File: config.mk
export PLATFORM = sky130hd
export DESIGN_NAME = req_tracker
export DESIGN_NICKNAME = d
export VERILOG_FILES = /design/src/rtl/req_tracker_pkg.sv /design/src/rtl/rt_table.sv /design/src/rtl/rt_watchdog.sv /design/src/rtl/rt_xlate.sv /design/src/rtl/req_tracker.sv
export SDC_FILE = /design/constraint.sdc
export NUM_CORES = 2
export LEC_CHECK = 0
export BUFFER_PORTS_ARGS = -buffer_cell sky130_fd_sc_hd__buf_4
export CAP_MARGIN = 40
export CELL_PAD_IN_SITES_DETAIL_PLACEMENT = 0
export CELL_PAD_IN_SITES_GLOBAL_PLACEMENT = 1
export CORE_ASPECT_RATIO = 0.9
export CORE_MARGIN = 5
export CORE_UTILIZATION = 30
export CTS_CLUSTER_SIZE = 40
export DETAILED_ROUTE_END_ITERATION = 10
export GPL_ROUTABILITY_DRIVEN = 0
export HOLD_SLACK_MARGIN = 0.05
export PLACE_DENSITY_LB_ADDON = 0.05
export SYNTH_ARGS = -nofsm -noshare
export SYNTH_HDL_FRONTEND = slang
export SYNTH_SLANG_ARGS = --single-unit
File: constraint.sdc
create_clock -name clk -period 8.9 [get_ports clk]
set_clock_uncertainty 0.1 [all_clocks]
set_input_delay 0.445 -clock clk [delete_from_list [all_inputs] [get_ports clk]]
set_output_delay 0.445 -clock clk [all_outputs]
set_load 0.01 [all_outputs]
File: src/rtl/req_tracker_pkg.sv
// Shared widths, kind encodings and the table entry layout for the
// outstanding memory request tracker. Assumes 64-byte lines.
package req_tracker_pkg;
    localparam int ADDR_W = 32;
    localparam int OFF_W  = 6;
    localparam int LINE_W = ADDR_W - OFF_W;
    localparam int LEN_W  = OFF_W + 1;
    localparam int ID_W   = 16;
    localparam int TS_W   = 32;
    localparam int LINE_BYTES = 1 << OFF_W;

    // Front-end request kinds; bit 1 set marks the write class.
    typedef enum logic [1:0] {
        RQ_LOAD   = 2'd0,
        RQ_IFETCH = 2'd1,
        RQ_STORE  = 2'd2,
        RQ_RMW    = 2'd3
    } rq_kind_e;

    // Kinds forwarded to the cache controller.
    typedef enum logic [1:0] {
        CQ_LD     = 2'd0,
        CQ_ST     = 2'd1,
        CQ_ATOMIC = 2'd2,
        CQ_IFETCH = 2'd3
    } cq_kind_e;

    typedef struct packed {
        logic [LINE_W-1:0] line;
        logic [ID_W-1:0]   id;
        logic [1:0]        kind;
        logic [OFF_W-1:0]  off;
        logic [LEN_W-1:0]  len;
        logic [TS_W-1:0]   ts;
    } slot_t;
endpackage

File: src/rtl/rt_table.sv
// Fully associative table of in-flight lines. Offers a probe port for
// duplicate detection, a completion port that retires a matching entry,
// an insert port that fills the lowest free slot, and an age flag for the
// watchdog. Assumes the caller never inserts while full and never inserts
// a line that is already present.
module rt_table
    import req_tracker_pkg::*;
#(
    parameter int ENTRIES   = 8,
    parameter int THRESH    = 1024,
    parameter int IDX_W     = $clog2(ENTRIES),
    parameter int OCC_W     = $clog2(ENTRIES + 1)
) (
    input  logic              clk,
    input  logic              rst_n,
    input  logic [LINE_W-1:0] probe_line,
    output logic              probe_hit,
    input  logic              ins_en,
    input  slot_t             ins_slot,
    input  logic              cpl_en,
    input  logic [LINE_W-1:0] cpl_line,
    output logic              cpl_hit,
    output slot_t             cpl_slot,
    input  logic [TS_W-1:0]   now,
    output logic              aged,
    output logic              full,
    output logic [OCC_W-1:0]  occ
);
    logic [ENTRIES-1:0] vld;
    slot_t              slot_q [ENTRIES];
    logic [ENTRIES-1:0] probe_m, cpl_m, old_m, set_m;
    logic [IDX_W-1:0]   free_idx;

    // Per-entry line compares and age test.
    for (genvar g = 0; g < ENTRIES; g++) begin : g_cmp
        assign probe_m[g] = vld[g] && (slot_q[g].line == probe_line);
        assign cpl_m[g]   = vld[g] && (slot_q[g].line == cpl_line);
        assign old_m[g]   = vld[g] && ((now - slot_q[g].ts) >= TS_W'(THRESH));
        assign set_m[g]   = ins_en && (free_idx == IDX_W'(g));
    end

    assign probe_hit = |probe_m;
    assign cpl_hit   = |cpl_m;
    assign aged      = |old_m;
    assign full      = &vld;
    assign occ       = OCC_W'($countones(vld));

    // Lowest-numbered free slot.
    always_comb begin
        free_idx = '0;
        for (int i = ENTRIES - 1; i >= 0; i--)
            if (!vld[i]) free_idx = IDX_W'(i);
    end

    // Select the fields of the single matching entry.
    always_comb begin
        cpl_slot = '0;
        for (int i = 0; i < ENTRIES; i++)
            if (cpl_m[i]) cpl_slot = slot_q[i];
    end

    // Valid bits: retire on completion, set on insert.
    always_ff @(posedge clk) begin
        if (!rst_n) vld <= '0;
        else        vld <= (vld & ~(cpl_en ? cpl_m : '0)) | set_m;
    end

    // Entry payload, written on insert.
    always_ff @(posedge clk) begin
        if (ins_en) slot_q[free_idx] <= ins_slot;
    end
endmodule

File: src/rtl/rt_watchdog.sv
// Periodic deadlock watchdog timer. Arms on an insert while idle, fires
// once THRESH cycles later, then re-arms while entries remain.
// Assumes THRESH >= 1.
module rt_watchdog #(
    parameter int THRESH = 1024,
    parameter int TW     = $clog2(THRESH + 1)
) (
    input  logic clk,
    input  logic rst_n,
    input  logic arm_req,
    input  logic any_left,
    output logic fire
);
    logic          armed;
    logic [TW-1:0] left;

    assign fire = armed && (left == '0);

    // Countdown with arm, re-arm and idle decisions.
    always_ff @(posedge clk) begin
        if (!rst_n) begin
            armed <= 1'b0;
            left  <= '0;
        end else if (fire) begin
            armed <= any_left;
            left  <= TW'(THRESH - 1);
        end else if (armed) begin
            left  <= left - 1'b1;
        end else if (arm_req) begin
            armed <= 1'b1;
            left  <= TW'(THRESH - 1);
        end
    end
endmodule

File: src/rtl/rt_xlate.sv
// Translates a front-end request kind and access mode into the cache
// request kind, the supervisor bit and the path choice. Purely combinational.
module rt_xlate
    import req_tracker_pkg::*;
(
    input  logic [1:0] kind,
    input  logic [1:0] mode,
    output logic [1:0] ckind,
    output logic       super_o,
    output logic       to_icache
);
    // Kind mapping; read-modify-write becomes atomic.
    always_comb begin
        case (kind)
            RQ_LOAD:   ckind = CQ_LD;
            RQ_IFETCH: ckind = CQ_IFETCH;
            RQ_STORE:  ckind = CQ_ST;
            default:   ckind = CQ_ATOMIC;
        endcase
    end

    assign super_o   = (mode == 2'd1);
    assign to_icache = (kind == RQ_IFETCH);
endmodule

File: src/rtl/req_tracker.sv
// Outstanding memory request tracker. Admits or refuses requests, files
// them into a read or a write table by line address, forwards them on the
// instruction or data path, retires them on completion with a latency
// measure, and runs an age watchdog with a sticky deadlock flag.
// Assumes at most one request and one completion per cycle.
module req_tracker
    import req_tracker_pkg::*;
#(
    parameter int ENTRIES   = 8,
    parameter int MAX_OUT   = 12,
    parameter int DL_THRESH = 1024,
    parameter int DATA_W    = 64,
    parameter int OCC_W     = $clog2(ENTRIES + 1),
    parameter int CNT_W     = $clog2(2 * ENTRIES + 1)
) (
    input  logic              clk,
    input  logic              rst_n,
    input  logic              req_valid,
    input  logic [1:0]        req_kind,
    input  logic [1:0]        req_mode,
    input  logic [ADDR_W-1:0] req_addr,
    input  logic [LEN_W-1:0]  req_len,
    output logic              req_accept,
    output logic              req_err,
    output logic [ID_W-1:0]   req_id,
    output logic              iss_i_valid,
    output logic              iss_d_valid,
    output logic [LINE_W-1:0] iss_line,
    output logic [OFF_W-1:0]  iss_off,
    output logic [LEN_W-1:0]  iss_len,
    output logic [1:0]        iss_kind,
    output logic              iss_super,
    input  logic              cpl_valid,
    input  logic              cpl_wr,
    input  logic [LINE_W-1:0] cpl_line,
    input  logic [DATA_W-1:0] cpl_data,
    output logic              done_valid,
    output logic              cpl_miss,
    output logic [ID_W-1:0]   done_id,
    output logic [1:0]        done_kind,
    output logic [OFF_W-1:0]  done_off,
    output logic [LEN_W-1:0]  done_len,
    output logic [DATA_W-1:0] done_data,
    output logic              lat_valid,
    output logic [TS_W-1:0]   latency,
    output logic [CNT_W-1:0]  outstanding,
    output logic              deadlock
);
    localparam int SUM_W = OFF_W + 2;

    logic [TS_W-1:0]  now;
    logic [ID_W-1:0]  id_ctr;
    logic [CNT_W-1:0] cnt_q, cnt_next;
    logic             is_wr, size_bad, dup, tbl_full, at_max, to_ic;
    logic             rd_probe, wr_probe, rd_full, wr_full, rd_hit, wr_hit;
    logic             rd_aged, wr_aged, wd_fire, dl_q;
    logic [OCC_W-1:0] rd_occ, wr_occ;
    slot_t            new_slot, rd_slot, wr_slot, hit_slot;

    assign iss_line = req_addr[ADDR_W-1:OFF_W];
    assign iss_off  = req_addr[OFF_W-1:0];
    assign iss_len  = req_len;
    assign is_wr    = req_kind[1];
    assign size_bad = ({2'b00, iss_off} + {1'b0, req_len}) > SUM_W'(LINE_BYTES);
    assign dup      = rd_probe || wr_probe;
    assign tbl_full = is_wr ? wr_full : rd_full;
    assign at_max   = cnt_q >= CNT_W'(MAX_OUT);

    assign req_err    = req_valid && size_bad;
    assign req_accept = req_valid && !size_bad && !dup && !tbl_full && !at_max;
    assign req_id     = req_accept ? id_ctr : '1;
    assign iss_i_valid = req_accept && to_ic;
    assign iss_d_valid = req_accept && !to_ic;

    assign new_slot = '{line: iss_line, id: id_ctr, kind: req_kind,
                        off: iss_off, len: req_len, ts: now};

    rt_xlate u_xlate (
        .kind(req_kind), .mode(req_mode), .ckind(iss_kind),
        .super_o(iss_super), .to_icache(to_ic)
    );

    rt_table #(.ENTRIES(ENTRIES), .THRESH(DL_THRESH)) u_rd_tbl (
        .clk(clk), .rst_n(rst_n), .probe_line(iss_line), .probe_hit(rd_probe),
        .ins_en(req_accept && !is_wr), .ins_slot(new_slot),
        .cpl_en(cpl_valid && !cpl_wr), .cpl_line(cpl_line), .cpl_hit(rd_hit),
        .cpl_slot(rd_slot), .now(now), .aged(rd_aged), .full(rd_full), .occ(rd_occ)
    );

    rt_table #(.ENTRIES(ENTRIES), .THRESH(DL_THRESH)) u_wr_tbl (
        .clk(clk), .rst_n(rst_n), .probe_line(iss_line), .probe_hit(wr_probe),
        .ins_en(req_accept && is_wr), .ins_slot(new_slot),
        .cpl_en(cpl_valid && cpl_wr), .cpl_line(cpl_line), .cpl_hit(wr_hit),
        .cpl_slot(wr_slot), .now(now), .aged(wr_aged), .full(wr_full), .occ(wr_occ)
    );

    assign done_valid = cpl_valid && (cpl_wr ? wr_hit : rd_hit);
    assign cpl_miss   = cpl_valid && !(cpl_wr ? wr_hit : rd_hit);
    assign hit_slot   = cpl_wr ? wr_slot : rd_slot;
    assign done_id    = hit_slot.id;
    assign done_kind  = hit_slot.kind;
    assign done_off   = hit_slot.off;
    assign done_len   = hit_slot.len;
    assign done_data  = cpl_data;
    assign latency    = now - hit_slot.ts;
    assign lat_valid  = done_valid && (latency != '0);

    assign cnt_next    = cnt_q + CNT_W'(req_accept) - CNT_W'(done_valid);
    assign outstanding = cnt_q;
    assign deadlock    = dl_q;

    rt_watchdog #(.THRESH(DL_THRESH)) u_wdog (
        .clk(clk), .rst_n(rst_n), .arm_req(req_accept),
        .any_left(cnt_next != '0), .fire(wd_fire)
    );

    // Free-running timestamp source.
    always_ff @(posedge clk) begin
        if (!rst_n) now <= '0;
        else        now <= now + 1'b1;
    end

    // Identifier allocation, never producing the all-ones refusal code.
    always_ff @(posedge clk) begin
        if (!rst_n)          id_ctr <= '0;
        else if (req_accept) id_ctr <= (id_ctr == {{(ID_W-1){1'b1}}, 1'b0}) ? '0 : id_ctr + 1'b1;
    end

    // Net outstanding count.
    always_ff @(posedge clk) begin
        if (!rst_n) cnt_q <= '0;
        else        cnt_q <= cnt_next;
    end

    // Sticky deadlock flag set by an aged entry when the watchdog fires.
    always_ff @(posedge clk) begin
        if (!rst_n)                             dl_q <= 1'b0;
        else if (wd_fire && (rd_aged || wr_aged)) dl_q <= 1'b1;
    end
endmodule

==> impl_metrics.env <==
export IMPL_drc_errors=0
export IMPL_antenna_found_initial=24
export IMPL_synth_top_area_share=0.440
export IMPL_hpwl_mm=291
export IMPL_syn_nets=9967
export IMPL_final_cell_mix="1,424 x edfxtp_1, 765 x inv_1, 687 x a21oi_1"
export IMPL_highest_layer="met5"
export IMPL_drive_gt1_frac=0.148
export IMPL_syn_to_final_growth_pct=16.7
export IMPL_cp_max_fo=29
export IMPL_switchingPower_mw=4.20
export IMPL_synthArstFlopShare=0
export IMPL_min_period_ps=9010
export IMPL_grt_max_degree=91
export IMPL_cts_buffers=192
export IMPL_vias=75500
export IMPL_fillCellCount=32500
export IMPL_max_stage_delay_ps=500
export IMPL_ys_seq_area_frac=0.457
export IMPL_maxCapViolCount=0
export IMPL_wirelength_mm=406
export IMPL_dp_cells=13800
export IMPL_critPathLaunchType="flip-flop"
export IMPL_wl_met1_mm=196
export IMPL_status="finished, violations left"
export IMPL_stdcell_count=14200
export IMPL_start_util=0.301
export IMPL_cts_root_buf="clkbuf_16"
export IMPL_synthTopCellsByArea="edfxtp_1 44%, ha_1 7.0%, xnor2_1 5.7%"
export IMPL_io_buffers=207
export IMPL_synth_avg_cell_area_sq_um=10.5
export IMPL_overflow=0
export IMPL_io_pins=336
export IMPL_yosysWarnings=0
export IMPL_clk_path_buf_depth=4
export IMPL_arrival_ps=8470
export IMPL_fp_dieH_um=550
export IMPL_cp_required_ps=8360
export IMPL_core_rowCount=198
export IMPL_rsz0062_at_grt="true"
export IMPL_netlist_area_sq_mm=0.0971
export IMPL_ys_ff_latch=1506
export IMPL_slew_headroom=0.300
export IMPL_core_area_sq_mm=0.323
export IMPL_p_int_mw=13.0
export IMPL_slowest_stage="or4_4"
export IMPL_ir_drop_mv=0.162
export IMPL_pre_cts_slack_ps=-178
export IMPL_ant_nets=0
export IMPL_p_clk_frac=0.470
export IMPL_hold_class="in -> reg"
export IMPL_holdWs_ps=279
export IMPL_postLayoutCellArea_sq_mm=0.113
export IMPL_cts_tree="done"
export IMPL_synth_ff_type="edfxtp_1"
export IMPL_switching_share=0.244
export IMPL_dpl_instance_area_sq_mm=0.106
export IMPL_violations="negative setup slack"
export IMPL_worstMarginPinSlew_ps=1020
export IMPL_htree_levels=4
export IMPL_dieArea_sq_mm=0.335
export IMPL_power_leakage_nw=45.4
export IMPL_fmax_ghz=0.111
export IMPL_dieWidth_um=610
export IMPL_grt_pass1_vias=74500
export IMPL_dr_wl_met3_mm=16.6
export IMPL_power_frac_seq=0.457
export IMPL_fin_setup_tns_ps=-110
export IMPL_synth_edf_count=1424
export IMPL_setup_viol=1
export IMPL_wl_met2_mm=182
export IMPL_clk_latency_ps=910
export IMPL_drt_pass1_iterations=8
export IMPL_grt_pass1_wl_mm=570
export IMPL_synthCells=9264
export IMPL_clkTransAtPathRegs_ps=60
export IMPL_hold_viol_final=0
export IMPL_critPathCaptureType="output port"
export IMPL_final_period_utilization=1.01
export IMPL_gr_usage_all_layers=0.233
export IMPL_vias_per_cell=5.33
export IMPL_p_comb_frac=0.074
export IMPL_ys_types=81
export IMPL_layout_commonest_cell="edfxtp_1"
export IMPL_cts_sinks=1506
export IMPL_avgRoutedWirePerCell_um=28.6
export IMPL_final_max_slew_viol_count=0
export IMPL_p_per_area_mw_per_mm2=152
export IMPL_drtIter0Drc=6293
export IMPL_setup_slack_ps=-110
export IMPL_worst_setup_path_type="reg -> out"
export IMPL_finalNetCount=10400
export IMPL_synth_top_area_cell="edfxtp_1"
Yosys cell counts (113+ instances only):
master	instances
xor2_1	382
clkbuf_1	259
edfxtp_1	1424
nand2b_1	113
nor2_1	634
nand4_1	250
nand3_1	176
a21oi_1	697
nor3_1	209
mux2_2	340
ha_1	546
nand2_1	367
o21ai_0	355
inv_1	767
mux2i_1	376
xnor2_1	629
nor4_1	131
final cells by class:
class                   instances  area [sq um]  share of cell area
flip-flops and latches       1506         44400               0.392
multi-input cells            6518         48000               0.424
diodes                          4          10.0           0.0000884
clock buffers                 244          5180              0.0457
clock inverters               112          1180              0.0104
repair buffers                734          6240              0.0551
well taps                    4300          5380              0.0475
inverters                     767          2880              0.0254
critical path: cells and delay by family, from the launching register on:
kind,cells,cell delay (ps)
adder cells (fa/ha/maj),1,220
flip-flops,1,460
AND/OR/NAND/NOR,10,2600
buffers and inverters,5,880
XOR/XNOR,2,320
multiplexers,4,660
AO/OA/AOI/OAI,9,2430
cells by family after synthesis:
| kind of cell | synth area share |
|---|---|
| muxes | 0.0782 |
| DFF | 0.457 |
| AOI/OAI and AO/OA | 0.128 |
| xor gates and xnor gates | 0.0915 |
| and+or+nand+nor | 0.118 |
| adders and majority gates | 0.0743 |
| buffers and inverters | 0.0527 |
worst paths after layout:
| kind | cells after the start | to | slack (ps) | startpoint |
|---|---|---|---|---|
| max | 31 | lat_valid | -110 | u_rd_tbl.slot_q[1][88]$_DFFE_PP_ |
| min | 4 | u_wr_tbl.vld[1]$_SDFF_PN0_ | 280 | cpl_wr |
| max reg2reg | 15 | deadlock$_SDFFE_PN0P_ | 2520 | now[21]$_SDFF_PN0_ |
| min reg2reg | 2 | u_wdog.left[10]$_SDFFE_PP0P_ | 350 | u_wdog.left[10]$_SDFFE_PP0P_ |
flip-flops by register name, indices dropped and copies added (netlist names):
| signal | cells |
|---|---|
| u_wdog.left | 11 |
| id_ctr | 16 |
| u_wr_tbl.slot_q | 712 |
| deadlock | 1 |
| outstanding | 5 |
| u_rd_tbl.vld | 8 |
| u_wr_tbl.vld | 8 |
| u_rd_tbl.slot_q | 712 |
| now | 32 |
| u_wdog.armed | 1 |
power groups by stage:
| stage | clock network, mW | registers [mW] | logic, mW |
|---|---|---|---|
| after CTS | 8.32 | 7.85 | 1.27 |
| final | 8.08 | 7.85 | 1.26 |
| after floorplan | 0 | 8.00 | 0.657 |
| after detailed placement | 0 | 8.00 | 1.25 |
| after global routing | 8.60 | 7.86 | 1.35 |
| after global placement | 0 | 8.01 | 1.24 |
routing by layer:
metal,vias up,GRT usage
li1,34900,-
met1,38200,0.337
met2,2006,0.373
met3,436,0.0235
met4,4,0.0587
met5,-,0
through the flow:
stage,total power [mW],utilization
2_1_floorplan,8.65,-
3_3_place_gp,9.24,0.328
3_5_place_dp,9.25,0.329
4_1_cts,17.5,0.351
5_1_grt,17.8,0.351
6_report,17.2,0.351
what timing repair did:
| action | 4_1_cts | 5_1_grt |
|---|---|---|
| endpoints found under the setup margin | 2 | 2 |
| resized for setup | 31 | 13 |
| buffers inserted | 5 | 1 |
| cloned | 0 | 1 |
| hold endpoints to repair | 541 | 0 |
| hold buffers | 42 | 0 |
| pin swaps | 6 | 3 |
Power figures use the tool's default switching activity.
